$ cat src/rtl/pss_pkg.sv
package pss_pkg;

  // threshold status from the timer datapath
  typedef struct packed {
    logic chgOffHit;
    logic inOffHit;
    logic sleepHit;
    logic wakeHit;
    logic handHit;
    logic batFilt;
    logic deadDone;
  } tmrStat_t;

  // strobes from the control to the datapath
  typedef struct packed {
    logic deadClr;
  } ctlStrobe_t;

  function automatic int maxOf(input int a, input int b);
    return (a > b) ? a : b;
  endfunction

endpackage

$ cat src/rtl/pss_persist.sv
module pss_persist #(
  parameter int MAXV = 8,
  localparam int W = $clog2(MAXV + 1)
) (
  input  logic         clk,
  input  logic         rstN,
  input  logic         tickUs,
  input  logic         run,
  output logic [W-1:0] cnt
);

  localparam logic [W-1:0] LIMIT = W'(MAXV);

  always_ff @(posedge clk or negedge rstN) begin
    if (!rstN)                       cnt <= '0;
    else if (!run)                   cnt <= '0;
    else if (tickUs && cnt < LIMIT)  cnt <= cnt + W'(1);
  end

endmodule

$ cat src/rtl/pss_timers.sv
module pss_timers
  import pss_pkg::*;
#(
  parameter int T_CHGOFF_US   = 1000,
  parameter int T_INOFF_US    = 5000,
  parameter int T_SLEEP_US    = 100000,
  parameter int T_WAKE_US     = 30000,
  parameter int T_BATON_US    = 2000,
  parameter int T_BATOFF_US   = 50,
  parameter int T_DEAD_US     = 10,
  parameter int T_HANDOVER_US = 30000
) (
  input  logic       clk,
  input  logic       rstN,
  input  logic       tickUs,
  input  logic       adapterAbove,
  input  logic       nearBat,
  input  ctlStrobe_t ctl,
  output tmrStat_t   stat
);

  localparam int HIGH_MAX = maxOf(T_WAKE_US, T_HANDOVER_US);
  localparam int LW = $clog2(T_SLEEP_US + 1);
  localparam int HW = $clog2(HIGH_MAX + 1);
  localparam int BW = $clog2(maxOf(T_BATON_US, T_BATOFF_US) + 1);
  localparam int DW = $clog2(T_DEAD_US + 1);

  logic [LW-1:0] lowCnt;
  logic [HW-1:0] highCnt;
  logic [BW-1:0] batCnt;
  logic [BW-1:0] batLimit;
  logic [DW-1:0] deadCnt;
  logic          batFilt;

  pss_persist #(.MAXV(T_SLEEP_US)) u_low (
    .clk(clk), .rstN(rstN), .tickUs(tickUs), .run(~adapterAbove), .cnt(lowCnt)
  );

  pss_persist #(.MAXV(HIGH_MAX)) u_high (
    .clk(clk), .rstN(rstN), .tickUs(tickUs), .run(adapterAbove), .cnt(highCnt)
  );

  // asymmetric persistence filter on the near-battery flag
  assign batLimit = batFilt ? BW'(T_BATOFF_US) : BW'(T_BATON_US);

  always_ff @(posedge clk or negedge rstN) begin
    if (!rstN) begin
      batFilt <= 1'b0;
      batCnt  <= '0;
    end else if (nearBat == batFilt) begin
      batCnt <= '0;
    end else if (tickUs) begin
      if (batCnt + BW'(1) >= batLimit) begin
        batFilt <= ~batFilt;
        batCnt  <= '0;
      end else begin
        batCnt <= batCnt + BW'(1);
      end
    end
  end

  // break-before-make counter, runs only while both switches are open
  always_ff @(posedge clk or negedge rstN) begin
    if (!rstN)                                     deadCnt <= '0;
    else if (ctl.deadClr)                          deadCnt <= '0;
    else if (tickUs && deadCnt < DW'(T_DEAD_US))   deadCnt <= deadCnt + DW'(1);
  end

  assign stat.chgOffHit = lowCnt  >= LW'(T_CHGOFF_US);
  assign stat.inOffHit  = lowCnt  >= LW'(T_INOFF_US);
  assign stat.sleepHit  = lowCnt  >= LW'(T_SLEEP_US);
  assign stat.wakeHit   = highCnt >= HW'(T_WAKE_US);
  assign stat.handHit   = highCnt >= HW'(T_HANDOVER_US);
  assign stat.batFilt   = batFilt;
  assign stat.deadDone  = deadCnt >= DW'(T_DEAD_US);

endmodule

$ cat src/rtl/pss_ctrl.sv
module pss_ctrl
  import pss_pkg::*;
(
  input  logic       clk,
  input  logic       rstN,
  input  tmrStat_t   stat,
  output ctlStrobe_t ctl,
  output logic       chargeDisable,
  output logic       acfetOn,
  output logic       batfetOn,
  output logic       sleepQ
);

  logic seenQ, seenNext, sleepNext;
  logic acReq, batReq, acNext, batNext;

  always_comb begin
    sleepNext = sleepQ;
    if (sleepQ && stat.wakeHit)        sleepNext = 1'b0;
    else if (!sleepQ && stat.sleepHit) sleepNext = 1'b1;

    // hand-over flag: set once the adapter has persisted, dropped on sleep
    seenNext = sleepNext ? 1'b0 : (seenQ | stat.handHit);

    batReq = stat.batFilt | ~seenQ;
    acReq  = ~stat.inOffHit & ~sleepQ;

    acNext  = acfetOn;
    batNext = batfetOn;
    if (acfetOn) begin
      acNext = acReq & ~batReq;
    end else if (batfetOn) begin
      batNext = batReq;
    end else if (stat.deadDone) begin
      if (batReq)     batNext = 1'b1;
      else if (acReq) acNext  = 1'b1;
    end
  end

  assign ctl.deadClr = acfetOn | batfetOn;

  always_ff @(posedge clk or negedge rstN) begin
    if (!rstN) begin
      sleepQ        <= 1'b1;
      seenQ         <= 1'b0;
      chargeDisable <= 1'b1;
      acfetOn       <= 1'b0;
      batfetOn      <= 1'b0;
    end else begin
      sleepQ        <= sleepNext;
      seenQ         <= seenNext;
      chargeDisable <= sleepNext | stat.chgOffHit;
      acfetOn       <= acNext;
      batfetOn      <= batNext;
    end
  end

endmodule

$ cat src/rtl/power_path_sleep_seq.sv
module power_path_sleep_seq
  import pss_pkg::*;
#(
  parameter int T_CHGOFF_US   = 1000,
  parameter int T_INOFF_US    = 5000,
  parameter int T_SLEEP_US    = 100000,
  parameter int T_WAKE_US     = 30000,
  parameter int T_BATON_US    = 2000,
  parameter int T_BATOFF_US   = 50,
  parameter int T_DEAD_US     = 10,
  parameter int T_HANDOVER_US = 30000
) (
  input  logic clk,
  input  logic rstN,
  input  logic tickUs,
  input  logic adapterAbove,
  input  logic nearBat,
  output logic chargeDisable,
  output logic acfetOn,
  output logic batfetOn,
  output logic sleep,
  output logic vrefEn
);

  tmrStat_t   stat;
  ctlStrobe_t ctl;
  logic       sleepQ;

  pss_timers #(
    .T_CHGOFF_US(T_CHGOFF_US), .T_INOFF_US(T_INOFF_US), .T_SLEEP_US(T_SLEEP_US),
    .T_WAKE_US(T_WAKE_US), .T_BATON_US(T_BATON_US), .T_BATOFF_US(T_BATOFF_US),
    .T_DEAD_US(T_DEAD_US), .T_HANDOVER_US(T_HANDOVER_US)
  ) u_timers (
    .clk(clk), .rstN(rstN), .tickUs(tickUs), .adapterAbove(adapterAbove),
    .nearBat(nearBat), .ctl(ctl), .stat(stat)
  );

  pss_ctrl u_ctrl (
    .clk(clk), .rstN(rstN), .stat(stat), .ctl(ctl),
    .chargeDisable(chargeDisable), .acfetOn(acfetOn), .batfetOn(batfetOn),
    .sleepQ(sleepQ)
  );

  assign sleep  = sleepQ;
  assign vrefEn = ~sleepQ;

endmodule

$ cat config.mk
export PLATFORM = sky130hd
export DESIGN_NAME = power_path_sleep_seq
export DESIGN_NICKNAME = d
export VERILOG_FILES = /design/src/rtl/pss_pkg.sv /design/src/rtl/pss_persist.sv /design/src/rtl/pss_timers.sv /design/src/rtl/pss_ctrl.sv /design/src/rtl/power_path_sleep_seq.sv
export SDC_FILE = /design/constraint.sdc
export NUM_CORES = 1
export LEC_CHECK = 0
export BUFFER_PORTS_ARGS = -buffer_cell sky130_fd_sc_hd__buf_2
export CAP_MARGIN = 20
export CORE_ASPECT_RATIO = 1.4
export CORE_MARGIN = 10
export CORE_UTILIZATION = 60
export CTS_BUF_LIST = sky130_fd_sc_hd__clkbuf_2 sky130_fd_sc_hd__clkbuf_4 sky130_fd_sc_hd__clkbuf_8
export CTS_CLUSTER_DIAMETER = 30
export DETAILED_ROUTE_END_ITERATION = 7
export MAX_ROUTING_LAYER = met4
export PLACE_DENSITY = 0.85
export SYNTH_ARGS = -nofsm -noshare
export SYNTH_HDL_FRONTEND = slang
export SYNTH_SLANG_ARGS = --single-unit
$ cat constraint.sdc
create_clock -name clk -period 2.9 [get_ports clk]
set_input_delay 0 -clock clk [delete_from_list [all_inputs] [get_ports clk]]
set_output_delay 0 -clock clk [all_outputs]
set_load 0.03 [all_outputs]
# Word level (Yosys, flattened, before mapping)
# Cells that the tools add are included.
dict set report totals {
  in_bits 5
  register_bits 53
  wordCells 68
  output_inout_bits 5
}
dict set report classes {
  n_addsub 4
  bitwise_logic 12
  n_mux 21
  n_eq_ne 2
  reduce_logical 10
  order_cmp 9
}
# op n
set ops {}
lappend ops {{11-bit two-way mux} 4}
lappend ops {{17-bit two-way mux} 2}
lappend ops {{15-bit two-way mux} 2}
lappend ops {{17-bit by 1-bit adder with 17-bit output (second input constant)} 1}
lappend ops {{17-bit by 10-bit greater-or-equal comparator with 1-bit output (second input constant)} 1}
lappend ops {{17-bit by 13-bit greater-or-equal comparator with 1-bit output (second input constant)} 1}
lappend ops {{17-bit greater-or-equal comparator (second input constant)} 1}
lappend ops {{17-bit less-than comparator (second input constant)} 1}
lappend ops {{15-bit by 1-bit adder with 15-bit output (second input constant)} 1}
lappend ops {{15-bit greater-or-equal comparator (second input constant)} 1}
lappend ops {{15-bit less-than comparator (second input constant)} 1}
lappend ops {{11-bit by 1-bit adder with 11-bit output (second input constant)} 1}
lappend ops {{11-bit greater-or-equal comparator} 1}
lappend ops {{1-bit two-way mux} 11}
lappend ops {{4-bit two-way mux} 2}
lappend ops {{1-bit inverter} 6}
lappend ops {{2-bit nonzero test} 3}
lappend ops {{1-bit logical AND} 5}
lappend ops {{4-bit by 1-bit adder with 4-bit output (second input constant)} 1}
lappend ops {{4-bit greater-or-equal comparator (second input constant)} 1}
lappend ops {{4-bit less-than comparator (second input constant)} 1}
lappend ops {{1-bit bitwise OR} 4}
lappend ops {{3-bit AND reduction} 1}
lappend ops {{1-bit bitwise AND} 2}
lappend ops {{other kinds (3)} 3}

# Logic depth before layout (Yosys ltp)
# Gate-level depths: netlist (run 1).
dict set report logic_depth {
  word_depth 8
  ltp_mapped 12
  ltp_nobuf 12
}

# Hierarchy
# From an unflattened synthesis (run 1), not the netlist that was laid out.
dict set report unflattened {
  cells_unflattened 327
  area_unflattened_um2 3221.8
}
# module instances cells_each seq_area_each_um2 area_per_inst_um2
set modules_own_cells {}
lappend modules_own_cells {pss_timers 1 128 400.4 1168.6}
lappend modules_own_cells {{pss_persist at u_timers.u_low} 1 96 425.4 952.2}
lappend modules_own_cells {{pss_persist at u_timers.u_high} 1 85 375.4 883.3}
lappend modules_own_cells {pss_ctrl 1 17 127.6 214.0}
lappend modules_own_cells {power_path_sleep_seq 1 1 0.0 3.8}

# Worst setup path after synthesis (run 1)
# Ideal clock, no wire load.
dict set report synth_timing {
  path_type {reg2reg}
  start {reg u_timers.batCnt[0]}
  end {reg u_timers.batFilt}
  arrival_time_ps 2374
  setup_time_ps 125
  path_stages_with_launch 13
  required_time_ps 2775
  period_less_slack_ps 2498
  slack_ps 402
  path_buffers 0
  path_cell_list {dfrtp_1 ha_1 nand3_1 inv_1 nand3_1 or2_2 nand2_1 ha_1 a21oi_1 a31oi_1 a21o_1 nand2_1 mux2_2}
}
dict set report synth_between {
  elab_chain_cells 3
}
# item line
set synth_rtl {}
lappend synth_rtl {{from (decl)} pss_timers.sv:30} ;# logic [BW-1:0] batCnt;
lappend synth_rtl {{from (signal assigned)} pss_timers.sv:57} ;# batCnt <= batCnt + BW'(1);
lappend synth_rtl {{11-bit by 1-bit adder with 11-bit output} pss_timers.sv:53} ;# if (batCnt + BW'(1) >= batLimit) begin
lappend synth_rtl {{11-bit greater-or-equal comparator} pss_timers.sv:53}
lappend synth_rtl {{3-bit AND reduction (no line)} --}
lappend synth_rtl {{to (signal assigned)} pss_timers.sv:54} ;# batFilt <= ~batFilt;
lappend synth_rtl {{to (decl)} pss_timers.sv:33} ;# logic batFilt;
# Every way passes these cells.
# A chain may end at the register's enable or synchronous reset.

# Worst setup path in the final report (run 1)
dict set report layout_timing {
  start {reg u_timers.batCnt[0]}
  end {reg u_timers.batCnt[0]}
}
dict set report layout_between {
  elab_chain_cells 5
}
# item line
set layout_rtl {}
lappend layout_rtl {{11-bit by 1-bit adder with 11-bit output *} {pss_timers.sv:53, pss_timers.sv:57}}
lappend layout_rtl {{11-bit greater-or-equal comparator} pss_timers.sv:53}
lappend layout_rtl {{11-bit two-way mux *} pss_timers.sv:53}
lappend layout_rtl {{11-bit two-way mux *} pss_timers.sv:52} ;# end else if (tickUs) begin
lappend layout_rtl {{11-bit two-way mux *} pss_timers.sv:50} ;# end else if (nearBat == batFilt) begin
# Every way passes the cells marked *; elsewhere a longest branch is shown, timed or not. The select of a mux whose other input is x is not followed.

==> impl_table.tex, run 1 <==
\begin{tabular}{lr}
\hline
Metric & Value \\
\hline
\multicolumn{2}{l}{\textbf{Status}} \\
Result of the run & finished clean \\
\multicolumn{2}{l}{\textbf{Placement}} \\
Placed Cells & about 390 \\
Placed standard-cell area & about 3100 um2 \\
GPL Wtd Cong & between 0.8 and 0.9 \\
Number of I/O port buffers & 9 \\
Post-detailed-placement half-perimeter wirelength & 4120 um \\
\multicolumn{2}{l}{\textbf{CTS}} \\
Clock buffer count from CTS & 5 \\
Clock sink count & 53 \\
Number of buffers between clock root and the deepest sink & 2 \\
Cell chosen for the clock root & sky130\_fd\_sc\_hd\_\_clkbuf\_8 \\
TritonCTS clock tree & yes \\
H-tree depth & 2 \\
Skew-Pair Late Insertion Delay & just over 300 ps \\
Clock input transition at the sequential cells of the worst setup and hold paths & around 100 ps \\
\multicolumn{2}{l}{\textbf{Die}} \\
Vertical die dimension & 104 um \\
Floorplan die area & roughly 8400 um2 \\
\# IOs & 10 \\
Initial core utilization & between 60\% and 70\% \\
Width of the die & about 80 um \\
Cell Rows & 30 \\
Core area & approximately 4900 um2 \\
\multicolumn{2}{l}{\textbf{Routing}} \\
Number of antenna-violating nets in the routed design & 0 \\
Highest routed metal layer & met4 \\
Wire length reported by the detailed router & approximately 5800 um \\
Routed len/inst & 14.6 um \\
Number of vias in the routed layout & 2286 \\
Violation count after the first detailed-routing iteration & 50 \\
Metal-1 WL & 2640 um \\
Number of design rule violations left after detail routing & 0 \\
Ratio of routed vias to standard cells & between 5 and 6 \\
Met2 WL post-DR & approximately 2900 um \\
First-pass iteration count of the detailed router & 4 \\
Met3 Routed Length & approximately 170 um \\
\multicolumn{2}{l}{\textbf{Critical path}} \\
Cells along the critical path & ha\_4 > nand3\_1 > inv\_1 > nand3\_1 > nor2\_1 > xor2\_1 > ha\_1 > a21oi\_1 > o21ai\_0 > a21o\_1 > or2\_2 > o21ai\_1 \\
Worst path bufs/invs & 1 \\
Cell family with the largest share of critical-path delay & simple AND/OR/NAND/NOR gates \\
Capture point of the critical path & u\_timers.batCnt[0] \\
Cell seen most often among critical-path stages & sky130\_fd\_sc\_hd\_\_nand3\_1 \\
Type of the worst setup path & reg2reg \\
Worst reg2reg startpoint & u\_timers.batCnt[0] \\
Sort of element at the end of the critical path & flip-flop \\
Worst path slowest cell & sky130\_fd\_sc\_hd\_\_dfrtp\_2 \\
Launch point of the critical path & u\_timers.batCnt[0] \\
Required time at the worst-slack endpoint & $\sim$3100 ps \\
CP Data Arrival Time & around 3000 ps \\
Cell count of the worst reg-to-reg path & 12 \\
Flop2flop setup slack & approximately 160 ps \\
Total number of cells along the worst setup path & 12 \\
Largest driver fanout on the critical path & 7 \\
Startpoint Class & flip-flop \\
Worst path max stage delay & 430 ps \\
Endpoint of the worst-slack reg-to-reg timing path & u\_timers.batCnt[0] \\
\multicolumn{2}{l}{\textbf{STA}} \\
Relative slew slack & $\sim$45\% \\
Shortest period the worst path allows & about 2700 ps \\
Transition time at the pin with the least slew margin & slightly above 800 ps \\
Unrepaired setup endpoints after global routing & no \\
Final worst path period share & 94.5\% \\
Fmax achieved & around 360 MHz \\
Sum of negative setup slack & 0 ps \\
Fin. max-slew vios & 0 \\
Count of final hold-check violations & 0 \\
Worst Clk Skew & between 8 and 9 ps \\
\# setup viols final & 0 \\
\multicolumn{2}{l}{\textbf{Pwr}} \\
Proportion of power drawn by flip-flops and latches & 58.5\% \\
Worst vdd ir & roughly 330 uV \\
PD cells & between 400 and 500 nW/um2 \\
Switching power & 393 uW \\
Leakage & 1.49 nW \\
Power after layout & around 1.4 mW \\
Total internal power & 1.00 mW \\
Fraction of power consumed by the clock network & between 30\% and 40\% \\
Fraction of power spent switching nets & between 20 and 30\% \\
Combinational cell fraction of total power & between 10\% and 20\% \\
\multicolumn{2}{l}{\textbf{Finish}} \\
Layout cells sized above 1 & 11.1\% \\
Post-route insts no fill & 396 \\
Layout Area Growth over Synthesis & 7.32\% \\
Post-route standard cell area excluding fillers & $\sim$3300 um2 \\
Count of antenna diodes in the layout & 0 \\
Net total in the final layout & between 300 and 400 \\
\multicolumn{2}{l}{\textbf{Yosys}} \\
Number of cells produced by synthesis & 320 \\
Number of flops mapped to enable cells by yosys & 0 \\
Post-Synthesis Mean Instance Area & between 9 and 10 um2 \\
Total nets after synthesis & roughly 340 \\
Most used flip-flop cell after synthesis & sky130\_fd\_sc\_hd\_\_dfrtp\_1 \\
Number of distinct library cells after synthesis & 48 \\
Library cell with the largest summed area after synthesis & sky130\_fd\_sc\_hd\_\_dfrtp\_1 \\
Sequential element share of the synthesized area & between 40\% and 50\% \\
Cell types with the largest area share after synthesis & sky130\_fd\_sc\_hd\_\_dfrtp\_1, sky130\_fd\_sc\_hd\_\_ha\_1, sky130\_fd\_sc\_hd\_\_xnor2\_1 \\
Post-synthesis sequential element count & 53 \\
Yosys warning count & 0 \\
Share of async-settable or async-resettable flops after synthesis & 100\% \\
Summed instance area of the synthesized netlist & roughly 3000 um2 \\
Proportion of netlist area held by the largest area contributor & a little over two fifths \\
\multicolumn{2}{l}{\textbf{Worst hold path}} \\
Start point of the worst hold path & adapterAbove \\
Min-Delay Path Class & in2reg \\
\multicolumn{2}{l}{\textbf{Global route}} \\
Global-route wire length before repair & about 10000 um \\
Total global routing overflow & 0 \\
Largest net degree at the start of global routing & 39 \\
Initial antenna violation count & 0 \\
Global Route Usage Sum & between 10 and 15\% \\
Number of global-route vias before repair & 2283 \\
\multicolumn{2}{l}{\textbf{Flow run}} \\
Number of max-cap violations & 0 \\
\hline
\end{tabular}
## flip-flops by register name (all words and copies together) (netlist names)
| register | flops |
|---|---|
| u_timers.u_low.cnt | 17 |
| u_ctrl.chargeDisable | 1 |
| u_ctrl.seenQ | 1 |
| u_timers.batFilt | 1 |
| u_ctrl.acfetOn | 1 |
| u_timers.deadCnt | 4 |
| u_ctrl.batfetOn | 1 |
| u_timers.u_high.cnt | 15 |
| u_timers.batCnt | 11 |
| u_ctrl.sleepQ | 1 |
## layout make-up
| cell class | instances | area (um2) |
|---|---|---|
| Fill cell | 390 | 1610 |
| Clock buffer | 5 | 68.8 |
| Tap cell | 64 | 80.1 |
| Sequential cell | 53 | 1330 |
| Timing Repair Buffer | 12 | 72.6 |
| Inverter | 13 | 48.8 |
| Clock inverter | 3 | 25.0 |
| Multi-Input combinational cell | 246 | 1640 |
## layout by cell type (no fill, tap or decap), drive strengths merged, types with 12 or more instances in the layout
cell,count
inv,15
nor2,34
nand4,12
dfrtp,51
nand2,30
xnor2,18
xor2,18
nand3,21
ha,14
o21ai,13
and2,15
## synthesized netlist by cell type, types with 2 or more instances
library cell,n
sky130_fd_sc_hd__nand4_1,12
sky130_fd_sc_hd__o21ai_0,13
sky130_fd_sc_hd__nor3_1,4
sky130_fd_sc_hd__and3_1,9
sky130_fd_sc_hd__nor4_1,2
sky130_fd_sc_hd__clkbuf_1,6
sky130_fd_sc_hd__nand3_1,20
sky130_fd_sc_hd__and2_1,14
sky130_fd_sc_hd__nand2_1,30
sky130_fd_sc_hd__or3_1,2
sky130_fd_sc_hd__or2_2,2
sky130_fd_sc_hd__ha_1,14
sky130_fd_sc_hd__a211oi_1,4
sky130_fd_sc_hd__nor2_1,34
sky130_fd_sc_hd__a22o_1,6
sky130_fd_sc_hd__a21o_1,2
sky130_fd_sc_hd__dfstp_2,2
sky130_fd_sc_hd__a21oi_1,9
sky130_fd_sc_hd__nor2b_1,2
sky130_fd_sc_hd__o31ai_1,4
sky130_fd_sc_hd__nor3_2,2
sky130_fd_sc_hd__dfrtp_1,51
sky130_fd_sc_hd__inv_1,13
sky130_fd_sc_hd__a211o_1,3
sky130_fd_sc_hd__buf_6,2
sky130_fd_sc_hd__xnor2_1,18
sky130_fd_sc_hd__a31oi_1,2
sky130_fd_sc_hd__xor2_1,18
## what timing repair did
action | in CTS | in global routing
gates resized for setup | 0 | 9
endpoints found under the setup margin | 0 | 10
setup buffers | 0 | 0
hold buffers | 2 | 0
hold endpoints to repair | 36 | 0
## cells by family after synthesis
group / count (synthesis) / synth area share (%)
flip-flops: 53 / 43.7
AO/OA/AOI/OAI: 53 / 12.4
AND/OR/NAND/NOR: 142 / 24.3
buffers and inverters: 21 / 3.08
multiplexers: 1 / 0.370
XOR/XNOR: 36 / 10.4
adder cells (fa/ha/maj): 14 / 5.76
## per-stage QoR
stage          hold slack (ps)  setup WS [ps]  utilization (%)
6_report                   164            159             66.9
5_1_grt                    187           18.5             66.9
4_1_cts                    152           40.3             66.5
3_5_place_dp               145           85.0             64.2
3_3_place_gp               143            218             64.2
2_1_floorplan             -296            402                -
## layer usage
layer	global-route usage, %	up-vias
li1	-	1140
met1	17.4	1112
met2	24.8	22
met3	3.11	12
met4	4.04	0
met5	-	-
## power by group through the flow
stage	registers, mW	logic [mW]	clock network, mW
global route	0.820	0.166	0.473
finish	0.815	0.145	0.434
floorplan	0.829	0.0872	0
global placement	0.824	0.138	0
CTS	0.813	0.147	0.447
detailed placement	0.827	0.144	0
## worst register-to-register path, cell delays in order, from the launching register on
cell                      delay [ps]
sky130_fd_sc_hd__dfrtp_2         430
sky130_fd_sc_hd__ha_4            160
sky130_fd_sc_hd__nand3_1         130
sky130_fd_sc_hd__inv_1           110
sky130_fd_sc_hd__nand3_1         140
sky130_fd_sc_hd__nor2_1          160
sky130_fd_sc_hd__xor2_1          220
sky130_fd_sc_hd__ha_1            290
sky130_fd_sc_hd__a21oi_1         150
sky130_fd_sc_hd__o21ai_0         130
sky130_fd_sc_hd__a21o_1          250
sky130_fd_sc_hd__or2_2           350
sky130_fd_sc_hd__o21ai_1         130
## how the worst min path moves through the flow
stage,end,depth (start not counted)
floorplan,u_ctrl.acfetOn,0
global placement,u_timers.u_high.cnt[5],1
detailed placement,u_timers.u_high.cnt[5],1
CTS,u_timers.u_low.cnt[6],2
global route,u_timers.u_low.cnt[5],2
finish,u_timers.u_low.cnt[6],2
Note: power is estimated with default switching activity, not from simulation.
==> inputs of run 2 (changes only) <==
Settings changed: ABC_AREA from default to 1.
==> impl_table.tex, run 2 <==
\begin{tabular}{lr}
\hline
Metric & Value \\
\hline
\multicolumn{2}{l}{\textbf{Yosys}} \\
Proportion of netlist area held by the largest area contributor & 37.1\% (-4.8 points) \\
Total nets after synthesis & 481 (+42\%) \\
Library cell with the largest summed area after synthesis & sky130\_fd\_sc\_hd\_\_dfrtp\_1 \\
Yosys warning count & 0 (unchanged) \\
Summed instance area of the synthesized netlist & 3440 um2 (+13\%) \\
Share of async-settable or async-resettable flops after synthesis & 100\% (unchanged) \\
Dominant cell by count in the synthesized netlist & sky130\_fd\_sc\_hd\_\_nand2\_1 \\
Ranking of synthesized cells by instance count & sky130\_fd\_sc\_hd\_\_nand2\_1, sky130\_fd\_sc\_hd\_\_inv\_1, sky130\_fd\_sc\_hd\_\_dfrtp\_1, sky130\_fd\_sc\_hd\_\_nor2\_1, sky130\_fd\_sc\_hd\_\_nand3\_1 \\
Cell types with the largest area share after synthesis & sky130\_fd\_sc\_hd\_\_dfrtp\_1, sky130\_fd\_sc\_hd\_\_nand2\_1, sky130\_fd\_sc\_hd\_\_inv\_1 \\
Number of distinct library cells after synthesis & 38 (-21\%) \\
Number of flops mapped to enable cells by yosys & 0 (unchanged) \\
Number of cells produced by synthesis & 462 (+44\%) \\
Sequential element share of the synthesized area & 38.6\% (-5.0 points) \\
Post-Synthesis Mean Instance Area & 7.44 um2 (-22\%) \\
Most used flip-flop cell after synthesis & sky130\_fd\_sc\_hd\_\_dfrtp\_1 \\
Post-synthesis sequential element count & 53 (unchanged) \\
\multicolumn{2}{l}{\textbf{Global route}} \\
Global Route Usage Sum & 17.3\% (+2.4 points) \\
Largest net degree at the start of global routing & 28 (-28\%) \\
Initial antenna violation count & 0 (unchanged) \\
Global-route wire length before repair & 13200 um (+29\%) \\
Total global routing overflow & 0 (unchanged) \\
Number of global-route vias before repair & 3099 (+36\%) \\
\multicolumn{2}{l}{\textbf{Worst hold path}} \\
Start point of the worst hold path & tickUs \\
Hold path depth & 4 (+2) \\
Hold worst-path end & u\_timers.batFilt \\
Min-Delay Path Class & in2reg \\
\multicolumn{2}{l}{\textbf{Routing}} \\
First-pass iteration count of the detailed router & 5 (+1) \\
Number of design rule violations left after detail routing & 0 (unchanged) \\
Number of antenna-violating nets in the routed design & 0 (unchanged) \\
Ratio of routed vias to standard cells & 5.68 (-1.6\%) \\
Number of vias in the routed layout & 3086 (+35\%) \\
Routed len/inst & 13.9 um (-4.3\%) \\
Violation count after the first detailed-routing iteration & 244 (+390\%) \\
Wire length reported by the detailed router & 7570 um (+31\%) \\
\multicolumn{2}{l}{\textbf{STA}} \\
Transition time at the pin with the least slew margin & 682 ps (-148 ps) \\
Final-layout worst hold slack & 11.3 ps (-153 ps) \\
Fin. max-slew vios & 0 (unchanged) \\
Worst Clk Skew & 10.1 ps (+2.04 ps) \\
Final worst path period share & 89.8\% (-4.7 points) \\
Unrepaired setup endpoints after global routing & no \\
Fmax achieved & 384 MHz (+5.3\%) \\
Count of final hold-check violations & 0 (unchanged) \\
Sum of negative setup slack & 0 ps (unchanged) \\
Relative slew slack & 54.4\% (+9.7 points) \\
Shortest period the worst path allows & 2600 ps (-137 ps) \\
\# setup viols final & 0 (unchanged) \\
\multicolumn{2}{l}{\textbf{Finish}} \\
Max reg flops & 17 (unchanged) \\
Count of antenna diodes in the layout & 0 (unchanged) \\
Largest registers & u\_timers.u\_low.cnt (17), u\_timers.u\_high.cnt (15), u\_timers.batCnt (11) \\
Layout cells sized above 1 & 9.47\% (-1.7 points) \\
Commonest cells after routing, fill and taps aside & sky130\_fd\_sc\_hd\_\_nand2\_1, sky130\_fd\_sc\_hd\_\_inv\_1, sky130\_fd\_sc\_hd\_\_dfrtp\_1, sky130\_fd\_sc\_hd\_\_nor2\_1, sky130\_fd\_sc\_hd\_\_nand3\_1 \\
Layout Area Growth over Synthesis & 5.42\% \\
Most common cell after layout, fill and taps aside & sky130\_fd\_sc\_hd\_\_nand2\_1 \\
Post-route standard cell area excluding fillers & 3620 um2 (+11\%) \\
Net total in the final layout & 493 (+41\%) \\
Largest Register & u\_timers.u\_low.cnt \\
\multicolumn{2}{l}{\textbf{Critical path}} \\
Worst path slowest cell & sky130\_fd\_sc\_hd\_\_dfrtp\_1 \\
Largest driver fanout on the critical path & 13 (+6) \\
Worst reg2reg startpoint & u\_timers.batCnt[0] \\
Cell seen most often among critical-path stages & sky130\_fd\_sc\_hd\_\_nand2\_1 \\
Flop2flop setup slack & 300 ps (+140 ps) \\
Required time at the worst-slack endpoint & 3120 ps (-20 ps) \\
Endpoint of the worst-slack reg-to-reg timing path & u\_timers.batFilt \\
CP Data Arrival Time & 2820 ps (-160 ps) \\
Sort of element at the end of the critical path & flip-flop \\
Cell count of the worst reg-to-reg path & 16 (+4) \\
Cells along the critical path & ha\_1 > nand4\_1 > nor2\_1 > xor2\_1 > inv\_1 > ha\_1 > nand2\_1 > nor2\_1 > nand2\_1 > nor2\_1 > a21oi\_2 > nand3\_2 > nand2\_1 > nand2\_1 > nand2\_1 > inv\_1 \\
Type of the worst setup path & reg2reg \\
Worst path max stage delay & 430 ps (about the same) \\
Startpoint Class & flip-flop \\
\multicolumn{2}{l}{\textbf{CTS}} \\
Clock input transition at the sequential cells of the worst setup and hold paths & 100 ps (about the same) \\
Number of buffers between clock root and the deepest sink & 2 (unchanged) \\
H-tree depth & 2 (unchanged) \\
Skew-Pair Late Insertion Delay & 310 ps (about the same) \\
TritonCTS clock tree & yes \\
Post-CTS setup buffer count & 0 (unchanged) \\
Clock sink count & 53 (unchanged) \\
Cell chosen for the clock root & sky130\_fd\_sc\_hd\_\_clkbuf\_8 \\
Clock buffer count from CTS & 5 (unchanged) \\
\multicolumn{2}{l}{\textbf{Die}} \\
Cell Rows & 32 (+6.7\%) \\
Floorplan die area & 9200 um2 (+10\%) \\
Vertical die dimension & 110 um (+5.1\%) \\
Initial core utilization & 62.2\% (-0.13 points) \\
Core area & 5530 um2 (+13\%) \\
\# IOs & 10 (unchanged) \\
Width of the die & 84.0 um (+4.7\%) \\
\multicolumn{2}{l}{\textbf{Pwr}} \\
PD cells & 376 nW/um2 (-12\%) \\
Leakage & 1.65 nW (+11\%) \\
Worst vdd ir & 270 uV (-19\%) \\
\multicolumn{2}{l}{\textbf{Placement}} \\
Placed standard-cell area & 3520 um2 (+12\%) \\
Number of I/O port buffers & 9 (unchanged) \\
Post-detailed-placement half-perimeter wirelength & 5750 um (+40\%) \\
GPL Wtd Cong & 0.930 (+15\%) \\
\multicolumn{2}{l}{\textbf{Status}} \\
Result of the run & finished clean \\
\multicolumn{2}{l}{\textbf{Flow run}} \\
Number of max-cap violations & 0 (unchanged) \\
\hline
\end{tabular}
## run 2: area by class of cell
class / count / area [um2]
Fill cell: 488 / 1900
Multi-Input combinational cell: 329 / 1770
Sequential cell: 53 / 1330
Inverter: 71 / 269
Timing Repair Buffer: 14 / 87.6
Tap cell: 68 / 85.1
Clock buffer: 6 / 76.3
Clock inverter: 2 / 10.0
## run 2: repair_timing
item | 4_1_cts | 5_1_grt
endpoints found under the hold margin | 26 | 0
resized for setup | 0 | 0
hold buffers | 2 | 0
## run 2: power breakdown
group	internal, mW	switching (mW)
sequential	0.756	0.0219
clock	0.177	0.238
combinational	0.0510	0.120
## run 2: metrics by stage
stage / setup WS (ps) / std cells / power (mW) / util, %
floorplan: 725 / 462 / 0.907 / -
finish: 296 / 543 / 1.36 / 65.6
global route: 30.7 / 543 / 1.43 / 65.6
global placement: 457 / 533 / 0.951 / 63.7
detailed placement: 297 / 533 / 0.960 / 63.7
CTS: 301 / 543 / 1.37 / 65.6
## run 2: logic make-up after synthesis
group | Yosys count | share of synthesized area, %
adder cells (fa/ha/maj) | 14 | 5.09
XOR/XNOR | 17 | 4.33
AO/OA/AOI/OAI | 66 | 11.3
flip-flops | 53 | 38.6
AND/OR/NAND/NOR | 232 | 30.7
buffers and inverters | 80 | 9.93
## run 2: layer usage
layer,up-vias,share of wire (%),track usage (%)
met4,0,3.6,9.83
met1,1451,38,16.7
met5,-,0,-
li1,1533,-,-
met3,26,3.3,2.66
met2,76,55,32.3
## run 2: worst max path at each step
stage | start | slack (ps) | cells after the start | to
5_1_grt | u_timers.batCnt[0] | 30 | 16 | u_timers.batFilt
2_1_floorplan | u_timers.batCnt[0] | 730 | 14 | u_timers.batCnt[2]
3_3_place_gp | u_timers.batCnt[0] | 460 | 14 | u_timers.batFilt
4_1_cts | u_timers.batCnt[0] | 300 | 16 | u_timers.batFilt
6_report | u_timers.batCnt[0] | 300 | 16 | u_timers.batFilt
3_5_place_dp | u_timers.batCnt[0] | 300 | 16 | u_timers.batFilt
## run 2: critical path: cells and delay by family, from the launching register on
| family | cells | cell delay, ps |
|---|---|---|
| AND/OR/NAND/NOR | 10 | 1130 |
| buffers and inverters | 2 | 110 |
| flip-flops | 1 | 430 |
| adder cells (fa/ha/maj) | 2 | 550 |
| AO/OA/AOI/OAI | 1 | 140 |
| XOR/XNOR | 1 | 170 |
==> inputs of run 3 (changes only) <==
Settings changed: CELL_PAD_IN_SITES_DETAIL_PLACEMENT from default to 0, CELL_PAD_IN_SITES_GLOBAL_PLACEMENT from default to 1, CORE_UTILIZATION 60 to 48, MAX_ROUTING_LAYER met4 to default, PLACE_DENSITY 0.85 to 0.9, SETUP_SLACK_MARGIN from default to 0.4.
==> impl_table.tex, run 3 (synthesis results as in run 2) <==
\begin{tabular}{lr}
\hline
Metric & Value \\
\hline
\multicolumn{2}{l}{\textbf{STA}} \\
Worst Clk Skew & 17.6 ps (+7.46 ps) \\
Fmax achieved & 420 MHz (+9.4\%) \\
\# setup viols final & 0 (unchanged) \\
Fin. max-slew vios & 0 (unchanged) \\
Unrepaired setup endpoints after global routing & no \\
Sum of negative setup slack & 0 ps (unchanged) \\
Relative slew slack & 49.4\% (-5.0 points) \\
Final-layout worst hold slack & 7.64 ps (-3.66 ps) \\
Shortest period the worst path allows & 2380 ps (-224 ps) \\
Worst-case setup margin in the final layout & 520 ps (+224 ps) \\
Final worst path period share & 82.1\% (-7.7 points) \\
Transition time at the pin with the least slew margin & 757 ps (+74.6 ps) \\
Count of final hold-check violations & 0 (unchanged) \\
\multicolumn{2}{l}{\textbf{Critical path}} \\
Cell count of the worst reg-to-reg path & 14 (-2) \\
Type of the worst setup path & reg2reg \\
Worst path slowest cell & sky130\_fd\_sc\_hd\_\_dfrtp\_1 \\
Worst reg2reg startpoint & u\_timers.batCnt[0] \\
Largest driver fanout on the critical path & 7 (-6) \\
Worst path max stage delay & 420 ps (about the same) \\
Startpoint Class & flip-flop \\
Cell seen most often among critical-path stages & sky130\_fd\_sc\_hd\_\_nor2\_2 \\
Endpoint of the worst-slack reg-to-reg timing path & u\_timers.batCnt[10] \\
Flop2flop setup slack & 520 ps (+220 ps) \\
CP Data Arrival Time & 2580 ps (-240 ps) \\
Sort of element at the end of the critical path & flip-flop \\
Cells along the critical path & ha\_4 > nand3\_1 > nor3\_1 > xor2\_1 > inv\_1 > ha\_1 > nand3\_2 > nor2\_2 > nand3\_1 > nor2\_2 > nor2\_2 > nand3\_4 > buf\_12 > o21ai\_0 \\
Required time at the worst-slack endpoint & 3100 ps (-20 ps) \\
\multicolumn{2}{l}{\textbf{Routing}} \\
Wire length reported by the detailed router & 8220 um (+8.5\%) \\
Number of design rule violations left after detail routing & 0 (unchanged) \\
First-pass iteration count of the detailed router & 4 (-1) \\
Ratio of routed vias to standard cells & 5.30 (-6.7\%) \\
Routed len/inst & 14.2 um (+2.0\%) \\
Violation count after the first detailed-routing iteration & 280 (+15\%) \\
Number of vias in the routed layout & 3066 (-0.65\%) \\
Number of antenna-violating nets in the routed design & 0 (unchanged) \\
\multicolumn{2}{l}{\textbf{Placement}} \\
GPL Wtd Cong & 0.881 (-5.3\%) \\
Placed standard-cell area & 3550 um2 (+0.96\%) \\
Post-detailed-placement half-perimeter wirelength & 5950 um (+3.4\%) \\
Number of I/O port buffers & 9 (unchanged) \\
Placed Cells & 560 (+5.1\%) \\
Setup Slack @ Placement & 363 ps (+66.6 ps) \\
\multicolumn{2}{l}{\textbf{Global route}} \\
Initial antenna violation count & 0 (unchanged) \\
Largest net degree at the start of global routing & 37 (+32\%) \\
Number of global-route vias before repair & 3029 (-2.3\%) \\
Global Route Usage Sum & 14.9\% (-2.4 points) \\
Total global routing overflow & 0 (unchanged) \\
Global-route wire length before repair & 13700 um (+4.0\%) \\
\multicolumn{2}{l}{\textbf{CTS}} \\
Clock sink count & 53 (unchanged) \\
TritonCTS clock tree & yes \\
Clock buffer count from CTS & 5 (unchanged) \\
Skew-Pair Late Insertion Delay & 320 ps (about the same) \\
Clock input transition at the sequential cells of the worst setup and hold paths & 110 ps (about the same) \\
Cell chosen for the clock root & sky130\_fd\_sc\_hd\_\_clkbuf\_8 \\
Number of buffers between clock root and the deepest sink & 2 (unchanged) \\
H-tree depth & 2 (unchanged) \\
\multicolumn{2}{l}{\textbf{Finish}} \\
Count of antenna diodes in the layout & 0 (unchanged) \\
Max reg flops & 17 (unchanged) \\
Layout Area Growth over Synthesis & 11.8\% \\
Largest Register & u\_timers.u\_low.cnt \\
Post-route insts no fill & 578 (+6.4\%) \\
Layout fillers & 678 (+39\%) \\
Most common cell after layout, fill and taps aside & sky130\_fd\_sc\_hd\_\_nand2\_1 \\
Layout cells sized above 1 & 14.3\% (+4.8 points) \\
Commonest cells after routing, fill and taps aside & sky130\_fd\_sc\_hd\_\_nand2\_1, sky130\_fd\_sc\_hd\_\_inv\_1, sky130\_fd\_sc\_hd\_\_dfrtp\_1, sky130\_fd\_sc\_hd\_\_nor2\_1, sky130\_fd\_sc\_hd\_\_nand3\_1 \\
Layout Utilization & 55.1\% (-11 points) \\
Largest registers & u\_timers.u\_low.cnt (17), u\_timers.u\_high.cnt (15), u\_timers.batCnt (11) \\
Post-route standard cell area excluding fillers & 3840 um2 (+6.1\%) \\
Net total in the final layout & 501 (+1.6\%) \\
\multicolumn{2}{l}{\textbf{Pwr}} \\
Fraction of power consumed by the clock network & 34.6\% (+4.1 points) \\
Worst vdd ir & 267 uV (-1.2\%) \\
Leakage & 1.71 nW (+3.6\%) \\
Fraction of power spent switching nets & 26.8\% (-1.1 points) \\
Total internal power & 1.09 mW (+10\%) \\
PD cells & 386 nW/um2 (+2.6\%) \\
Proportion of power drawn by flip-flops and latches & 52.6\% (-4.4 points) \\
Switching power & 398 uW (+4.7\%) \\
Combinational cell fraction of total power & 12.7\% (+0.2 points) \\
Power after layout & 1.48 mW (+8.8\%) \\
\multicolumn{2}{l}{\textbf{Worst hold path}} \\
Hold path depth & 4 (unchanged) \\
Start point of the worst hold path & tickUs \\
Min-Delay Path Class & in2reg \\
Hold worst-path end & u\_timers.batFilt \\
\multicolumn{2}{l}{\textbf{Die}} \\
Vertical die dimension & 120 um (+9.6\%) \\
Floorplan die area & 11000 um2 (+20\%) \\
Initial core utilization & 49.2\% (-13 points) \\
Cell Rows & 36 (+13\%) \\
Core area & 6980 um2 (+26\%) \\
Width of the die & 91.5 um (+9.0\%) \\
\# IOs & 10 (unchanged) \\
\multicolumn{2}{l}{\textbf{Flow run}} \\
Number of max-cap violations & 0 (unchanged) \\
\multicolumn{2}{l}{\textbf{Status}} \\
Result of the run & finished clean \\
\hline
\end{tabular}
run 3: cell types whose count changed in the layout (fill, tap and decap cells not counted), moves of 3 or more:
cell	change
sky130_fd_sc_hd__buf_4	+6
sky130_fd_sc_hd__dfrtp_2	+4
sky130_fd_sc_hd__nor2_2	+3
sky130_fd_sc_hd__ha_4	+3
sky130_fd_sc_hd__ha_1	-3
sky130_fd_sc_hd__dfrtp_1	-4
sky130_fd_sc_hd__nor2_1	-3
run 3: repair_timing:
action	CTS	global route
gates resized for setup	1	18
setup endpoints to repair	3	12
hold buffers	2	0
endpoints found under the hold margin	18	0
pin swaps	0	8
setup buffers	0	8
run 3: metal layers:
| metal | global-route usage (%) | routed length (um) |
|---|---|---|
| met5 | 0 | 0 |
| met4 | 6.19 | 248 |
| met3 | 2.56 | 225 |
| met2 | 28.5 | 4500 |
| met1 | 15.4 | 3240 |
run 3: worst max-delay path, delay by kind of cell, from the launching register on:
kind	cells	cell delay (ps)
AOI/OAI and AO/OA	1	70
xor gates and xnor gates	1	180
adders and majority gates	2	470
buffers and inverters	2	210
DFF	1	420
and+or+nand+nor	8	880
run 3: how the worst max path moves through the flow:
stage	start	to
after floorplan	u_timers.batCnt[0]	u_timers.batCnt[2]
after global placement	u_timers.batCnt[0]	u_timers.batFilt
after detailed placement	u_timers.batCnt[0]	u_timers.batFilt
after CTS	u_timers.batCnt[0]	u_timers.batFilt
after global routing	u_timers.batCnt[0]	u_timers.batCnt[9]
final	u_timers.batCnt[0]	u_timers.batCnt[10]
run 3: layout make-up:
type                    instances  area, um2  share of cell area (%)
clock buffers                   6       76.3                    1.99
well taps                      95        119                    3.09
inverters                      71        269                    7.00
multi-input cells             329       1850                    48.1
flip-flops and latches         53       1330                    34.7
clock inverters                 2       35.0                   0.911
repair buffers                 22        164                    4.26
run 3: power by group through the flow:
stage	combinational, mW	sequential [mW]	clock, mW
final	0.189	0.781	0.514
after global placement	0.166	0.791	0
after global routing	0.216	0.785	0.556
after floorplan	0.114	0.793	0
after CTS	0.171	0.777	0.533
after detailed placement	0.168	0.792	0
